## src/rtl/sstx_pkg.sv

```systemverilog
// Package: shared defaults for the synchronous serial transmitter.
// Assumes: consumers take these as parameter defaults only.
package sstx_pkg;
    localparam int SSTX_DATA_W = 8;   // data bits per word, excluding the ninth
    localparam int SSTX_DIV_W  = 8;   // width of the divider reload value
endpackage

```

## src/rtl/sstx_clkdiv.sv

```systemverilog
// Module: sstx_clkdiv
// Down-counter that emits a one-cycle tick each time it reaches zero and
// then reloads. Held at zero while run is low, so the first tick comes
// in the first cycle that run is high.
// Assumes: reload may change at any time and takes effect at the next tick.
module sstx_clkdiv #(
    parameter int DIV_W = sstx_pkg::SSTX_DIV_W
) (
    input  logic             clk,
    input  logic             rst_n,
    input  logic             run,
    input  logic [DIV_W-1:0] reload,
    output logic             tick
);
    logic [DIV_W-1:0] cnt_q;

    assign tick = run && (cnt_q == '0);

    // Count down; reload on tick; hold in reset while the port is idle.
    always_ff @(posedge clk) begin
        if (!rst_n || !run) begin
            cnt_q <= '0;
        end else if (cnt_q == '0) begin
            cnt_q <= reload;
        end else begin
            cnt_q <= cnt_q - 1'b1;
        end
    end

    // a nonzero, unchanged reload spaces ticks at least two cycles apart.
    p_tick_spacing_r6: assert property (@(posedge clk) disable iff (!rst_n)
        (tick && reload != '0) |=> !tick);
endmodule

```

## src/rtl/sstx_txbuf.sv

```systemverilog
// Module: sstx_txbuf
// One-entry holding buffer. A write fills it, overwriting any older word.
// A take empties it. A write in the same cycle as a take wins.
// Assumes: take is only asserted while the buffer is full.
module sstx_txbuf #(
    parameter int DATA_W = sstx_pkg::SSTX_DATA_W
) (
    input  logic              clk,
    input  logic              rst_n,
    input  logic              wr_valid,
    input  logic [DATA_W-1:0] wr_data,
    input  logic              take,
    output logic [DATA_W-1:0] buf_data,
    output logic              buf_full
);
    // Capture written data; the full flag clears only on a take.
    always_ff @(posedge clk) begin
        if (!rst_n) begin
            buf_data <= '0;
            buf_full <= 1'b0;
        end else if (wr_valid) begin
            buf_data <= wr_data;
            buf_full <= 1'b1;
        end else if (take) begin
            buf_full <= 1'b0;
        end
    end

    // the buffer only becomes full after a write.
    p_fill_by_write_r2: assert property (@(posedge clk) disable iff (!rst_n)
        $rose(buf_full) |-> $past(wr_valid));
endmodule

```

## src/rtl/sstx_shifter.sv

```systemverilog
// Module: sstx_shifter
// Shift engine. Each divider tick toggles the shift clock. A rising clock
// launches the next bit, least significant bit first. The falling clock
// after the last bit ends the word, and a waiting word is loaded at that
// same edge. hold freezes everything. A low tx_en clears everything.
// Assumes: tick comes from a divider that runs whenever tx_en is high.
module sstx_shifter #(
    parameter int DATA_W = sstx_pkg::SSTX_DATA_W
) (
    input  logic              clk,
    input  logic              rst_n,
    input  logic              tx_en,
    input  logic              hold,
    input  logic              tick,
    input  logic              buf_full,
    input  logic [DATA_W-1:0] buf_data,
    input  logic              nine_mode,
    input  logic              ninth_bit,
    output logic              take,
    output logic              sck,
    output logic              sdo,
    output logic              sh_empty
);
    localparam int CNT_W = $clog2(DATA_W + 2);

    logic [DATA_W:0]    sh_q;
    logic [CNT_W-1:0]   left_q;
    logic               step, word_end, idle;

    assign step     = tick && tx_en && !hold;
    assign idle     = !sck && (left_q == '0);
    assign word_end = step && sck && (left_q == '0);
    assign take     = tx_en && !hold && buf_full && (idle || word_end);
    assign sh_empty = idle;

    // Toggle the clock, launch bits on rising ticks, load a new word on take.
    always_ff @(posedge clk) begin
        if (!rst_n || !tx_en) begin
            sh_q   <= '0;
            left_q <= '0;
            sck    <= 1'b0;
            sdo    <= 1'b0;
        end else begin
            if (step && sck) begin
                sck <= 1'b0;
            end else if (step && left_q != '0) begin
                sck    <= 1'b1;
                sdo    <= sh_q[0];
                sh_q   <= {1'b0, sh_q[DATA_W:1]};
                left_q <= left_q - 1'b1;
            end
            if (take) begin
                sh_q   <= {nine_mode & ninth_bit, buf_data};
                left_q <= nine_mode ? CNT_W'(DATA_W + 1) : CNT_W'(DATA_W);
            end
        end
    end

    // data holds while the clock stays high.
    p_data_stable_high_r4: assert property (@(posedge clk) disable iff (!rst_n)
        (sck && $past(sck)) |-> $stable(sdo));
    // a cleared enable leaves the engine empty with the clock low.
    p_abort_clears_r9: assert property (@(posedge clk) disable iff (!rst_n)
        !$past(tx_en) |-> (sh_empty && !sck));
    // while held, the engine does not move.
    p_hold_freezes_r10: assert property (@(posedge clk) disable iff (!rst_n)
        ($past(hold) && $past(tx_en) && tx_en) |-> ($stable(sck) && $stable(left_q)));
endmodule

```

## src/rtl/sync_serial_tx.sv

```systemverilog
// Module: sync_serial_tx (top)
// Half-duplex synchronous master transmitter: holding buffer, shift
// engine, shift-clock divider and the single-word receive hook.
// Assumes: receive data capture lives outside; rx_word_done marks the end
// of a single-word receive.
module sync_serial_tx #(
    parameter int DATA_W = sstx_pkg::SSTX_DATA_W,
    parameter int DIV_W  = sstx_pkg::SSTX_DIV_W
) (
    input  logic              clk,
    input  logic              rst_n,
    input  logic              tx_en,
    input  logic              rx_cont_en,
    input  logic              rx_single_req,
    input  logic              rx_word_done,
    input  logic              nine_mode,
    input  logic              ninth_bit,
    input  logic [DIV_W-1:0]  div_reload,
    input  logic              wr_valid,
    input  logic [DATA_W-1:0] wr_data,
    output logic              sck_out,
    output logic              sck_oe,
    output logic              sdo_out,
    output logic              sdo_oe,
    output logic              buf_empty,
    output logic              shreg_empty,
    output logic              rx_single_act
);
    logic              suspend, run, tick, take, buf_full;
    logic [DATA_W-1:0] buf_data;

    assign suspend   = rx_cont_en || rx_single_act;
    assign run       = tx_en || suspend;
    assign sck_oe    = run;
    assign sdo_oe    = tx_en && !suspend;
    assign buf_empty = !buf_full;

    // Single-word receive request: set by request, cleared by completion.
    always_ff @(posedge clk) begin
        if (!rst_n) begin
            rx_single_act <= 1'b0;
        end else if (rx_single_req) begin
            rx_single_act <= 1'b1;
        end else if (rx_word_done) begin
            rx_single_act <= 1'b0;
        end
    end

    sstx_clkdiv #(.DIV_W(DIV_W)) u_div (
        .clk    (clk),
        .rst_n  (rst_n),
        .run    (run),
        .reload (div_reload),
        .tick   (tick)
    );

    sstx_txbuf #(.DATA_W(DATA_W)) u_buf (
        .clk      (clk),
        .rst_n    (rst_n),
        .wr_valid (wr_valid),
        .wr_data  (wr_data),
        .take     (take),
        .buf_data (buf_data),
        .buf_full (buf_full)
    );

    sstx_shifter #(.DATA_W(DATA_W)) u_shift (
        .clk       (clk),
        .rst_n     (rst_n),
        .tx_en     (tx_en),
        .hold      (suspend),
        .tick      (tick),
        .buf_full  (buf_full),
        .buf_data  (buf_data),
        .nine_mode (nine_mode),
        .ninth_bit (ninth_bit),
        .take      (take),
        .sck       (sck_out),
        .sdo       (sdo_out),
        .sh_empty  (shreg_empty)
    );

    // an idle, enabled engine empties a full buffer on the next edge.
    p_transfer_r3: assert property (@(posedge clk) disable iff (!rst_n)
        (shreg_empty && !buf_empty && tx_en && !suspend) |=> (buf_empty || $past(wr_valid)));
    // the clock only rises while a word is loaded.
    p_rise_needs_word_r8: assert property (@(posedge clk) disable iff (!rst_n)
        $rose(sck_out) |-> !$past(shreg_empty));
    // no clock rise while a receive holds the port.
    p_no_rise_suspended_r10: assert property (@(posedge clk) disable iff (!rst_n)
        $rose(sck_out) |-> !$past(suspend));
endmodule

```

## config.mk

```make
export PLATFORM = sky130hd
export DESIGN_NAME = sync_serial_tx
export DESIGN_NICKNAME = d
export VERILOG_FILES = /design/src/rtl/sstx_pkg.sv /design/src/rtl/sstx_clkdiv.sv /design/src/rtl/sstx_txbuf.sv /design/src/rtl/sstx_shifter.sv /design/src/rtl/sync_serial_tx.sv
export SDC_FILE = /design/constraint.sdc
export NUM_CORES = 1
export LEC_CHECK = 0
export BUFFER_PORTS_ARGS = -buffer_cell sky130_fd_sc_hd__buf_2
export CAP_MARGIN = 20
export CELL_PAD_IN_SITES_DETAIL_PLACEMENT = 0
export CELL_PAD_IN_SITES_GLOBAL_PLACEMENT = 1
export CORE_MARGIN = 5
export CORE_UTILIZATION = 37
export DETAILED_ROUTE_END_ITERATION = 8
export GPL_ROUTABILITY_DRIVEN = 0
export GPL_TIMING_DRIVEN = 0
export PLACE_DENSITY = 0.81
export SYNTH_ARGS = -nofsm -noshare
export SYNTH_HDL_FRONTEND = slang
export SYNTH_HIERARCHICAL = 1
export SYNTH_SLANG_ARGS = --single-unit
```

## constraint.sdc

```tcl
create_clock -name clk -period 2.3 [get_ports clk]
set_clock_uncertainty 0.2 [all_clocks]
set_input_delay 0.115 -clock clk [delete_from_list [all_inputs] [get_ports clk]]
set_output_delay 0.115 -clock clk [all_outputs]
set_load 0.02 [all_outputs]
```

==> impl_metrics.py <==
metrics = {
    "status": {
        "status": "completed",
    },
    "sta": {
        "max_freq_mhz": 436,
        "rsz0062_at_grt": "yes",
        "slew_headroom_pct": 61.8,
        "setup_viol_count_final": 0,
        "hold_violations": 0,
        "period_needed_ps": 2290,
        "final.period_utilization_pct": 99.7,
        "setup_tns_ps": 0,
        "tightest_slew_ps": 573,
        "finalMaxSlewViolations": 0,
    },
    "detailed_routing": {
        "viasPerCell": 4.96,
        "drt_first_pass_iters": 4,
        "antenna_left": 0,
        "drt_iter0_markers": 91,
        "wl_per_cell_um": 13.7,
        "wl_um": 4170,
        "drc": 0,
        "num_vias": 1508,
    },
    "global_routing": {
        "antenna_found_initial": 0,
        "grt_max_degree": 13,
        "grt_pass1_wl_um": 6690,
        "grt.total_usage_pct": 15.6,
        "grt_pass1_vias": 1548,
        "gr-total-overflow": 0,
    },
    "critical_path": {
        "crit_type": "reg -> reg",
        "worstPathArrival_ps": 2250,
        "reg2reg_depth": 10,
        "worstPathMaxFanout": 5,
        "worstPathRequired_ps": 2260,
        "r2r_start": "u_div/cnt_q[0]",
        "r2r-end": "u_shift/sh_q[4]",
        "critPathMaxStageDelay_ps": 360,
        "crit_path_cell_trace": "inv_2 > ha_4 > nor4b_4 > and3_4 > nand3b_1 > or3_1 > buf_6 > clkbuf_16 > nand2_4 > a311oi_2",
        "cp-end-kind": "register",
        "cp_slowest_cell": "or3_1",
        "cp-start-kind": "register",
        "ff2ff_setup_slack_ps": 6,
    },
    "clocking": {
        "htreeDepth": 2,
        "cts_tree": "done",
        "clk_path_buf_depth": 2,
        "clock_latency_ps": 290,
        "cts_made_buffers": 5,
        "clk_pin_slew_ps": 70,
        "clkSinkCount": 33,
        "root_buffer": "clkbuf_8",
    },
    "pwr": {
        "combPwrFrac_pct": 35.3,
        "switching_share_pct": 30.7,
        "power_frac_seq_pct": 36.4,
        "leakagePower_nw": 1.02,
        "p_int_mw": 1.39,
        "p_total_mw": 2.01,
        "power_density_nw_per_um2": 803,
        "pwr-share-clk_pct": 28.3,
        "p_sw_mw": 0.618,
        "vdd_drop_max_mv": 0.639,
    },
    "yosys": {
        "synth_top_family_by_area": "simple AND/OR/NAND/NOR gates",
        "syn_area_um2": 1600,
        "synth_xor_area_share_pct": 1.10,
        "ys_top_cells_by_count": "dfxtp_1 (33), nand2_1 (16), nor2_1 (15)",
        "syn_area_per_cell_um2": 9.51,
        "synth_edf_count": 0,
        "synth.most_common_cell": "dfxtp_1",
        "synth-simple-area-share_pct": 27.7,
        "ys.flop_type": "dfxtp_1",
        "synthTopCellsByArea": "dfxtp_1 (41%), mux2i_1 (5.0%), nor2b_1 (4.7%), a311oi_1 (3.8%), nand2_1 (3.8%)",
        "synth.distinct_cells": 43,
        "yosys.area.top_type": "dfxtp_1",
        "synthCells": 168,
        "syn-num-nets": 196,
        "yosys.area_share.adder_pct": 2.35,
        "seq_area_frac_synth_pct": 41.3,
        "synth_mux_area_share_pct": 7.13,
        "synth_top_area_share_pct": 41.3,
        "synth_compound_area_share_pct": 15.1,
        "ys_async_sr_fraction_pct": 0,
        "ys.warnings.count": 6,
        "ys_seq_elements": 33,
    },
    "finish": {
        "diodes": 0,
        "area_growth_pct": 56.7,
        "layout.nets": 281,
        "drive_above_1_share_pct": 35.0,
        "fin_util_pct": 61.3,
    },
    "floorplanning": {
        "io_pins": 32,
        "die-height_um": 75.7,
        "num_rows": 23,
        "die-area_um2": 5730,
        "die_w_um": 75.7,
        "coreArea_um2": 4090,
        "initial_utilization_pct": 39.1,
    },
    "hold_path": {
        "min_from": "div_reload[6]",
        "holdPathStages": 4,
        "hold_path.class": "in -> reg",
        "worstHoldEndpoint": "u_div/cnt_q[6]",
    },
    "flow_run": {
        "cap_violations": 0,
    },
    "place": {
        "dpl.hpwl_um": 2480,
        "port_buffers": 30,
    },
}
-- repair_timing --
action / CTS / global route
endpoints found under the hold margin: 18 / 0
endpoints found under the setup margin: 15 / 15
hold buffers: 36 / 0
pin swaps: 3 / 15
gates cloned: 0 / 1
gates resized for setup: 10 / 17
setup buffers: 6 / 5
-- worst max path at each step --
stage                        start  cells after the start                 to  slack, ps
detailed placement  u_div/cnt_q[0]                      9    u_shift/sh_q[1]       -170
global route        u_div/cnt_q[0]                      8  u_shift/left_q[2]       -120
finish              u_div/cnt_q[0]                     10    u_shift/sh_q[4]          6
global placement    u_div/cnt_q[0]                     10    u_shift/sh_q[6]       -140
CTS                 u_div/cnt_q[1]                     10    u_shift/sh_q[6]          4
floorplan           u_div/cnt_q[0]                     10    u_shift/sh_q[6]         50
-- per-layer routing --
metal	vias to the layer above	part of all wire, %	wire length, um	track usage [%]
met4	0	2.6	108	7.96
met5	-	0	0	0
li1	767	-	-	-
met3	13	4.2	175	5.28
met2	32	51	2110	27.1
met1	696	43	1780	16.6
-- worst max-delay path: cells and delay by family, from the launching register on --
family | cells | cell delay (ps)
AO/OA/AOI/OAI | 1 | 80
AND/OR/NAND/NOR | 5 | 1040
adder cells (fa/ha/maj) | 1 | 140
buffers and inverters | 3 | 380
flip-flops | 1 | 330
-- cell usage in the layout (no fill, tap or decap), types with 3 or more instances in the layout --
cell,Yosys,final
a22oi_1,5,5
nor2_1,15,14
buf_4,0,11
nor2b_1,12,12
clkbuf_8,0,6
a311oi_2,1,3
a21oi_1,10,7
dfxtp_1,33,31
o21a_1,3,3
nand3_2,0,4
mux2i_1,8,8
a311oi_1,7,5
nand2_1,16,13
a211oi_1,3,3
dlygate4sd3_1,0,36
nand2_2,2,4
buf_6,2,3
a21oi_2,0,3
inv_1,6,4
buf_2,2,31
nand3_1,7,3
-- layout make-up --
type | count | area, um^2
Clock inverter | 1 | 30.0
Fill cell | 345 | 1580
Sequential cell | 33 | 663
Buffer | 6 | 62.6
Inverter | 7 | 27.5
Timing Repair Buffer | 78 | 618
Tap cell | 50 | 62.6
Clock buffer | 7 | 86.3
Multi-Input combinational cell | 122 | 953
-- cells by family after synthesis --
group | after synthesis
AND/OR/NAND/NOR | 72
AO/OA/AOI/OAI | 34
flip-flops | 33
buffers and inverters | 13
multiplexers | 11
adder cells (fa/ha/maj) | 3
XOR/XNOR | 2
-- per-stage QoR --
step / std cells / hold slack (ps) / setup WS [ps] / instance area (um^2)
3_3_place_gp: 248 / 128 / -145 / 1810
2_1_floorplan: 168 / 32.5 / 52.9 / 1600
4_1_cts: 298 / 8.64 / 4.20 / 2370
3_5_place_dp: 248 / 139 / -166 / 1810
5_1_grt: 304 / 59.2 / -122 / 2500
6_report: 304 / 10.3 / 6.13 / 2500
-- sequential cells by signal, summed over array words and instances (netlist names) --
| register | cells |
|---|---|
| rx_single_act | 1 |
| u_div/cnt_q | 8 |
| u_shift/sck | 1 |
| u_shift/sh_q | 9 |
| u_buf/buf_data | 8 |
| u_shift/sdo | 1 |
| u_shift/left_q | 4 |
| u_buf/buf_full | 1 |
-- power by group through the flow --
stage               logic (mW)  clock network, mW  registers (mW)
global placement         0.503                  0           0.741
finish                   0.709              0.569           0.732
detailed placement       0.508                  0           0.742
CTS                      0.668              0.580           0.730
floorplan                0.411                  0           0.727
global route             0.781              0.606           0.741
Note: power is estimated with default switching activity, not from simulation.
